===== src/rtl/gtmr_pkg.sv =====
package gtmr_pkg;

    localparam int REG_W    = 16;
    localparam int SRC_N    = 3;
    localparam int CODE_W   = 3;
    localparam int CODE_MAX = 5;
    localparam int DIV_W    = 2 * CODE_MAX;
    localparam int ADDR_W   = 4;

    typedef enum logic [1:0] {
        RG_CMP = 2'd0,
        RG_RUN = 2'd1,
        RG_CNT = 2'd2,
        RG_CTL = 2'd3
    } reg_sel_e;

    typedef struct packed {
        logic [CODE_W-1:0] code;
        logic [SRC_N-1:0]  src;
    } ctl_t;

    localparam int CTL_W = $bits(ctl_t);

    // terminal value of the divider for a code; codes above CODE_MAX saturate
    function automatic logic [DIV_W-1:0] div_last(input logic [CODE_W-1:0] code);
        int k;
        k = (int'(code) > CODE_MAX) ? CODE_MAX : int'(code);
        return DIV_W'((32'd1 << (2 * k)) - 32'd1);
    endfunction

    function automatic logic one_source(input logic [SRC_N-1:0] s);
        return $countones(s) == 1;
    endfunction

endpackage


===== src/rtl/gtmr_regs.sv =====
module gtmr_regs
    import gtmr_pkg::*;
(
    input  logic              clk,
    input  logic              rst,
    input  logic              bus_sel,
    input  logic              bus_wr,
    input  logic [ADDR_W-1:0] bus_addr,
    input  logic [REG_W-1:0]  bus_wdata,
    input  logic [REG_W-1:0]  cnt_val,
    output logic [REG_W-1:0]  bus_rdata,
    output logic [REG_W-1:0]  cmp_q,
    output logic              en_q,
    output ctl_t              ctl_q,
    output logic              ctl_wr,
    output logic              cnt_wr
);

    reg_sel_e sel;
    logic     wr_any;

    assign sel    = reg_sel_e'(bus_addr[3:2]);
    assign wr_any = bus_sel && bus_wr;
    assign ctl_wr = wr_any && (sel == RG_CTL);
    assign cnt_wr = wr_any && (sel == RG_CNT);

    always_ff @(posedge clk) begin
        if (rst) begin
            cmp_q <= '0;
            en_q  <= 1'b0;
            ctl_q <= '0;
        end else begin
            if (wr_any && sel == RG_CMP) cmp_q <= bus_wdata;
            if (wr_any && sel == RG_RUN) en_q  <= bus_wdata[0];
            if (ctl_wr)                  ctl_q <= ctl_t'(bus_wdata[CTL_W-1:0]);
        end
    end

    always_comb begin
        bus_rdata = '0;
        unique case (sel)
            RG_CMP: bus_rdata = cmp_q;
            RG_RUN: bus_rdata[0] = en_q;
            RG_CNT: bus_rdata = cnt_val;
            RG_CTL: bus_rdata[CTL_W-1:0] = ctl_q;
        endcase
    end

endmodule


===== src/rtl/gtmr_prescale.sv =====
module gtmr_prescale
    import gtmr_pkg::*;
(
    input  logic             clk,
    input  logic             rst,
    input  logic             clr,
    input  logic             en,
    input  ctl_t             ctl,
    input  logic [SRC_N-1:0] src_tick,
    output logic             tick_out
);

    logic [SRC_N-1:0] gated;
    logic [DIV_W-1:0] div_q;
    logic             adv;

    for (genvar i = 0; i < SRC_N; i++) begin : g_src
        assign gated[i] = ctl.src[i] & src_tick[i];
    end

    assign adv      = en && one_source(ctl.src) && (|gated);
    assign tick_out = adv && (div_q == div_last(ctl.code));

    always_ff @(posedge clk) begin
        if (rst || clr)   div_q <= '0;
        else if (tick_out) div_q <= '0;
        else if (adv)      div_q <= div_q + 1'b1;
    end

endmodule


===== src/rtl/gtmr_count.sv =====
module gtmr_count
    import gtmr_pkg::*;
(
    input  logic             clk,
    input  logic             rst,
    input  logic             en,
    input  logic             step_tick,
    input  logic             load,
    input  logic [REG_W-1:0] load_val,
    input  logic [REG_W-1:0] cmp,
    output logic [REG_W-1:0] cnt_q,
    output logic             pulse_q
);

    logic at_cmp;
    logic match;
    logic match_q;

    assign at_cmp = (cnt_q == cmp);
    assign match  = en && at_cmp;

    always_ff @(posedge clk) begin
        if (rst)                      cnt_q <= '0;
        else if (load)                cnt_q <= load_val;
        else if (step_tick && !at_cmp) cnt_q <= cnt_q + 1'b1;
    end

    always_ff @(posedge clk) begin
        if (rst) begin
            match_q <= 1'b0;
            pulse_q <= 1'b0;
        end else begin
            match_q <= match;
            pulse_q <= match && !match_q;
        end
    end

endmodule


===== src/rtl/guard_timer.sv =====
module guard_timer
    import gtmr_pkg::*;
(
    input  logic              clk,
    input  logic              rst,
    input  logic              bus_sel,
    input  logic              bus_wr,
    input  logic [ADDR_W-1:0] bus_addr,
    input  logic [REG_W-1:0]  bus_wdata,
    output logic [REG_W-1:0]  bus_rdata,
    input  logic [SRC_N-1:0]  src_tick,
    output logic              rst_req
);

    logic [REG_W-1:0] cmp_q;
    logic [REG_W-1:0] cnt_q;
    logic             en_q;
    ctl_t             ctl_q;
    logic             ctl_wr;
    logic             cnt_wr;
    logic             pre_tick;

    gtmr_regs u_regs (
        .clk(clk), .rst(rst), .bus_sel(bus_sel), .bus_wr(bus_wr),
        .bus_addr(bus_addr), .bus_wdata(bus_wdata), .cnt_val(cnt_q),
        .bus_rdata(bus_rdata), .cmp_q(cmp_q), .en_q(en_q), .ctl_q(ctl_q),
        .ctl_wr(ctl_wr), .cnt_wr(cnt_wr)
    );

    gtmr_prescale u_pre (
        .clk(clk), .rst(rst), .clr(ctl_wr), .en(en_q), .ctl(ctl_q),
        .src_tick(src_tick), .tick_out(pre_tick)
    );

    gtmr_count u_cnt (
        .clk(clk), .rst(rst), .en(en_q), .step_tick(pre_tick),
        .load(cnt_wr), .load_val(bus_wdata), .cmp(cmp_q),
        .cnt_q(cnt_q), .pulse_q(rst_req)
    );

endmodule


===== config.mk =====
export PLATFORM = sky130hd
export DESIGN_NAME = guard_timer
export DESIGN_NICKNAME = d
export VERILOG_FILES = /design/src/rtl/gtmr_pkg.sv /design/src/rtl/gtmr_regs.sv /design/src/rtl/gtmr_prescale.sv /design/src/rtl/gtmr_count.sv /design/src/rtl/guard_timer.sv
export SDC_FILE = /design/constraint.sdc
export NUM_CORES = 1
export LEC_CHECK = 0
export ABC_CLOCK_PERIOD_IN_PS = 7700
export BUFFER_PORTS_ARGS = -buffer_cell sky130_fd_sc_hd__buf_2
export CAP_MARGIN = 10
export CORE_UTILIZATION = 64
export CTS_BUF_LIST = sky130_fd_sc_hd__clkbuf_8
export CTS_CLUSTER_DIAMETER = 100
export CTS_CLUSTER_SIZE = 14
export DETAILED_ROUTE_END_ITERATION = 7
export HOLD_SLACK_MARGIN = 0.08
export PLACE_DENSITY = 0.84
export SLEW_MARGIN = 40
export SYNTH_ARGS = -nofsm -noshare
export SYNTH_HDL_FRONTEND = slang
export SYNTH_SLANG_ARGS = --single-unit

===== constraint.sdc =====
create_clock -name clk -period 7.7 [get_ports clk]
set_input_delay 0.77 -clock clk [delete_from_list [all_inputs] [get_ports clk]]
set_output_delay 0.77 -clock clk [all_outputs]
set_load 0.02 [all_outputs]

### Word level (Yosys, flattened, before mapping)

Cells that the tools add are included.

| storage, ports and cells | value |
|---|---|
| register bits after elaboration | 51 |
| output and inout port bits | 17 |
| logic and storage cells | 48 |

| operators by class | value |
|---|---|
| $add $sub $neg | 5 |
| $lt $le $gt $ge | 1 |
| eq/ne operators | 6 |
| shifts and indexed selects | 1 |
| mux-type cells | 6 |
| bitwise operators | 3 |
| reduce and logical (&&, ||, !) cells | 18 |

Operator list:

| cell | number |
|---|---|
| $add A32 B1 Y32 | 1 |
| $eq A32 B2 Y1 const B | 1 |
| $mux W16 | 2 |
| $shl A1 B32 Y10 const A | 1 |
| $pmux W10 S2 | 1 |
| $add A16 B1 Y16 const B | 1 |
| $eq A16 B16 Y1 | 1 |
| $pmux W5 S3 | 1 |
| $logic_and A1 B1 Y1 | 11 |
| $add A10 B1 Y10 const B | 1 |
| $eq A10 B10 Y1 | 1 |
| $sub A10 B1 Y10 const B | 1 |
| $eq A2 B2 Y1 const B | 2 |
| $pmux W1 S4 | 1 |
| $and A1 B1 Y1 | 3 |
| $gt A3 B3 Y1 const B | 1 |
| $mux W3 | 1 |
| $reduce_or A3 Y1 | 1 |
| $add A1 B1 Y2 | 1 |
| $eq A2 B1 Y1 const B | 1 |
| $logic_not A1 Y1 | 2 |
| $logic_not A2 Y1 | 1 |
| $reduce_bool A2 Y1 | 1 |
| $reduce_or A2 Y1 | 1 |
| $logic_or A1 B1 Y1 | 1 |

### Longest topological paths before layout

| depth | value |
|---|---|
| depth in word-level cells | 9 |
| mapped depth | 11 |
| gate-level depth less buffers | 9 |

### Modules after synthesis

From an unflattened synthesis, not the netlist that was laid out.

| unflattened totals | value |
|---|---|
| cells, all modules | 354 |
| area, all modules | 3,248.1 µm² |

By module, submodules not included:

| module | times used | cells an instance | area each (µm²) |
|---|---|---|---|
| gtmr_regs | 1 | 134 | 1,312.5 |
| gtmr_count | 1 | 145 | 1,219.9 |
| gtmr_prescale | 1 | 75 | 715.7 |

### Worst setup path after synthesis

OpenSTA, ideal clock, no wires.

| path | value |
|---|---|
| path type | input port to output port |
| start point | input bus_addr[3] |
| end point | output bus_rdata[10] |
| arrival | 1.948 ns |
| required time | 6.930 ns |
| slack | 4.982 ns |
| stages on the path | 4 |
| buffers on the path | 2 |
| path through | buf_1 buf_1 mux2i_1 nor2_1 |

| between the ends | value |
|---|---|
| longest elaborated chain between the ends | 2 |

Ends and longest elaborated chain:

| what | RTL line | RTL |
|---|---|---|
| start: declaration | guard_timer.sv:8 | `input logic [ADDR_W-1:0] bus_addr,` |
| $eq A2 B2 Y1 or $logic_not A2 Y1 (tied branches) | gtmr_regs.sv:41 | `unique case (sel)` |
| $pmux W10 S2 (*) | gtmr_regs.sv:41 |  |
| end: declaration | guard_timer.sv:10 | `output logic [REG_W-1:0] bus_rdata,` |

Mark *: on every way between the ends. The rest lies on a longest branch, timed or not.

### Worst setup path in the final report

| path | value |
|---|---|
| start point | register u_regs.ctl_q[0] (netlist name) |
| end point | register u_cnt.cnt_q[1] |

| between the ends | value |
|---|---|
| longest elaborated chain between the ends | 8 |

Ends and longest elaborated chain:

| what | RTL line | RTL |
|---|---|---|
| $add A1 B1 Y2 (implied by the code) | gtmr_pkg.sv:32 | `return $countones(s) == 1;` |
| $add A32 B1 Y32 (implied by the code) | gtmr_pkg.sv:32 |  |
| $eq A32 B2 Y1 | gtmr_pkg.sv:32 |  |
| $logic_and A1 B1 Y1 | gtmr_prescale.sv:21 | `assign adv = en && one_source(ctl.src) && (\|gated);` |
| $logic_and A1 B1 Y1 (*) | gtmr_prescale.sv:21 |  |
| $logic_and A1 B1 Y1 (*) | gtmr_prescale.sv:22 | `assign tick_out = adv && (div_q == div_last(ctl.code));` |
| $logic_and A1 B1 Y1 (*) | gtmr_count.sv:25 | `else if (step_tick && !at_cmp) cnt_q <= cnt_q + 1'b1;` |
| $reduce_bool A2 Y1 (no line) (*) | -- |  |
| end signal: assignment | gtmr_count.sv:24 | `else if (load) cnt_q <= load_val;` |
| end signal: assignment | gtmr_count.sv:25 |  |
| end: declaration | gtmr_count.sv:11 | `output logic [REG_W-1:0] cnt_q,` |

Marks and branches as above.
A chain may end at the register's enable or synchronous reset.

==> impl_metrics.json <==
{
  "yosysWarnings": 0,
  "grt_use_total": 0.297,
  "ctsHoldBuffers": 0,
  "avgRoutedWirePerCell_um": 15.7,
  "vias": 2739,
  "post_cts_resize_count": 0,
  "grt_max_degree": 43,
  "finClkSkew_ps": 14.8,
  "coreArea_um2": 4470,
  "power_frac_clock": 0.337,
  "final.period_utilization": 0.433,
  "wirelength_mm": 6.99,
  "synth-seq-cells": 51,
  "antenna_left": 0,
  "syn-cell-area_um2": 3050,
  "hold_path_class": "reg -> reg",
  "post_synth_num_cell_types": 47,
  "drive_gt1_frac": 0.168,
  "fin_nets": 427,
  "cp-start-kind": "flip-flop",
  "grt_overflow": 0,
  "switchingPower_mw": 0.146,
  "viasPerCell": 6.16,
  "post-route-util": 0.750,
  "clk_pin_slew_ps": 100,
  "fin_crit_ps": 3330,
  "syn_inst": 365,
  "ff2ff_setup_slack_ps": 4370,
  "setup-tns-final_ps": 0,
  "power.leakage_nw": 1.39,
  "area_growth_pct": 10.0,
  "cts.sinks": 51,
  "cts_root_buf": "clkbuf_8",
  "drt_iter0_markers": 243,
  "clk_path_buf_depth": 2,
  "clkLatencyLatePin_ps": 310,
  "internal_power_mw": 0.392,
  "grt_first_pass_wirelength_mm": 11.8,
  "post_cts_buffers": 0,
  "finalHoldViolCount": 0,
  "tightest_slew_ps": 794,
  "cp_max_fo": 9,
  "rsz0062_at_grt": "false",
  "numPortBuffers": 41,
  "p_per_area_nw_per_um2": 160,
  "firstDrtPassIters": 7,
  "io_pins": 44,
  "end_kind": "flip-flop",
  "holdWs_ps": 391,
  "outcome": "finished with violations",
  "rows": 24,
  "seqPwrFrac": 0.523,
  "maxCapViolations": 0,
  "hpwl_mm": 4.92,
  "sw_frac_of_total": 0.271,
  "numCtsBuffers": 5,
  "combPwrFrac": 0.140,
  "cts_max_level": 2,
  "synth-async-reset-ratio": 0,
  "antenna_found_initial": 0,
  "diodes": 0,
  "crit_type": "reg -> reg",
  "dieWidth_um": 71.1,
  "final_common_cell": "nand2_1",
  "start_util": 0.682,
  "syn_area_per_cell_um2": 8.36,
  "dieHeight_um": 71.1,
  "postPlaceCellArea_um2": 3250,
  "failed_checks": "design-rule violations",
  "stdcell_count": 445,
  "setup_viol": 0,
  "synthFlopType": "dfxtp_1",
  "route.detailed.drc": 3,
  "fp.dieArea_um2": 5050,
  "fmax_ghz": 0.300,
  "cp.arrival_ps": 3480,
  "maxSlewViolCount": 0,
  "mostFrequentLayoutCells": "nand2_1 (54), dfxtp_1 (51), buf_2 (41), nor2_1 (40)",
  "synth_edf_count": 0,
  "cts_tree": "done",
  "crit_required_ps": 7850,
  "relSlewSlack": 0.471,
  "ys_seq_area_frac": 0.335,
  "first_global_vias": 2493,
  "ir_drop_uv": 98.2,
  "synthesis.nets": 399,
  "gp_congestion": 0.791,
  "dp.cells": 438,
  "final_cell_area_um2": 3360
}
[registers in the layout, summed over array words and instances (netlist names)]
register and count:
u_cnt.cnt_q 16, u_regs.cmp_q 16, u_cnt.match_q 1, u_pre.div_q 10
u_regs.ctl_q 6, u_cnt.pulse_q 1, u_regs.en_q 1
[final cells by class]
type | count | area [um2]
Multi-Input combinational cell | 287 | 1930
Fill cell | 350 | 1120
Sequential cell | 51 | 1020
Timing Repair Buffer | 42 | 213
Clock buffer | 5 | 68.8
Tap cell | 52 | 65.1
Clock inverter | 2 | 33.8
Inverter | 6 | 22.5
[cells by family after synthesis]
| logic type | share of synthesized area |
|---|---|
| simple gates | 0.293 |
| compound gates | 0.118 |
| flops | 0.335 |
| xor+xnor | 0.106 |
| buf+inv | 0.0373 |
| mux | 0.0795 |
| fa+ha+maj | 0.0312 |
[worst max-delay path, stage by stage, from the launching register on]
cell and delay (ps):
dfxtp_1 450, ha_1 270, ha_1 180, ha_1 200, nor4_4 550, nand4bb_1 630
nor3_4 540, mux2i_1 240, a211oi_1 90
[cells in the mapped netlist (2+ instances only)]
library cell | number | area, um2
clkbuf_1 | 13 | 48.8
nor3_1 | 7 | 35.0
nor4_2 | 6 | 75.1
xnor2_1 | 12 | 105
and3_1 | 7 | 43.8
nor4_1 | 6 | 37.5
nor2_1 | 40 | 150
buf_2 | 4 | 20.0
nor3b_1 | 4 | 30.0
and2_1 | 2 | 12.5
nand4_1 | 8 | 50.1
a22o_1 | 5 | 43.8
nand2_1 | 54 | 203
mux2_2 | 5 | 56.3
o21ai_0 | 2 | 10.0
dfxtp_1 | 51 | 1020
inv_1 | 6 | 22.5
a21oi_1 | 25 | 125
a211oi_1 | 14 | 105
xor2_1 | 25 | 219
ha_1 | 6 | 75.1
mux2i_1 | 16 | 160
nand3_1 | 11 | 55.1
and4_1 | 7 | 61.3
buf_1 | 3 | 11.3
or3_1 | 2 | 12.5
nor2b_1 | 3 | 18.8
nor4_4 | 2 | 42.5
[metrics by stage]
step	setup slack, ps	power (mW)
5_1_grt	4080	0.556
4_1_cts	4380	0.540
3_3_place_gp	4460	0.359
2_1_floorplan	4980	0.338
6_report	4370	0.537
3_5_place_dp	4400	0.361
[final timing paths]
check                        from              to  depth (start not counted)
setup / recovery  u_regs.ctl_q[0]  u_cnt.cnt_q[1]                          8
hold / removal      u_cnt.match_q   u_cnt.pulse_q                          1
setup reg to reg  u_regs.ctl_q[0]  u_cnt.cnt_q[1]                          8
hold reg to reg     u_cnt.match_q   u_cnt.pulse_q                          1
[metal layers]
metal	vias up	part of all wire	track usage
li1	1354	-	-
met1	1277	0.46	0.402
met2	96	0.46	0.475
met3	12	0.061	0.0712
met4	0	0.015	0.0822
met5	-	0	0
[power groups by stage]
stage | combinational [mW] | sequential (mW) | clock, mW
2_1_floorplan | 0.0550 | 0.283 | 0
3_3_place_gp | 0.0725 | 0.286 | 0
3_5_place_dp | 0.0739 | 0.287 | 0
4_1_cts | 0.0744 | 0.281 | 0.185
5_1_grt | 0.0824 | 0.282 | 0.191
6_report | 0.0752 | 0.281 | 0.181
No activity file was read; power rests on OpenSTA's default activity.
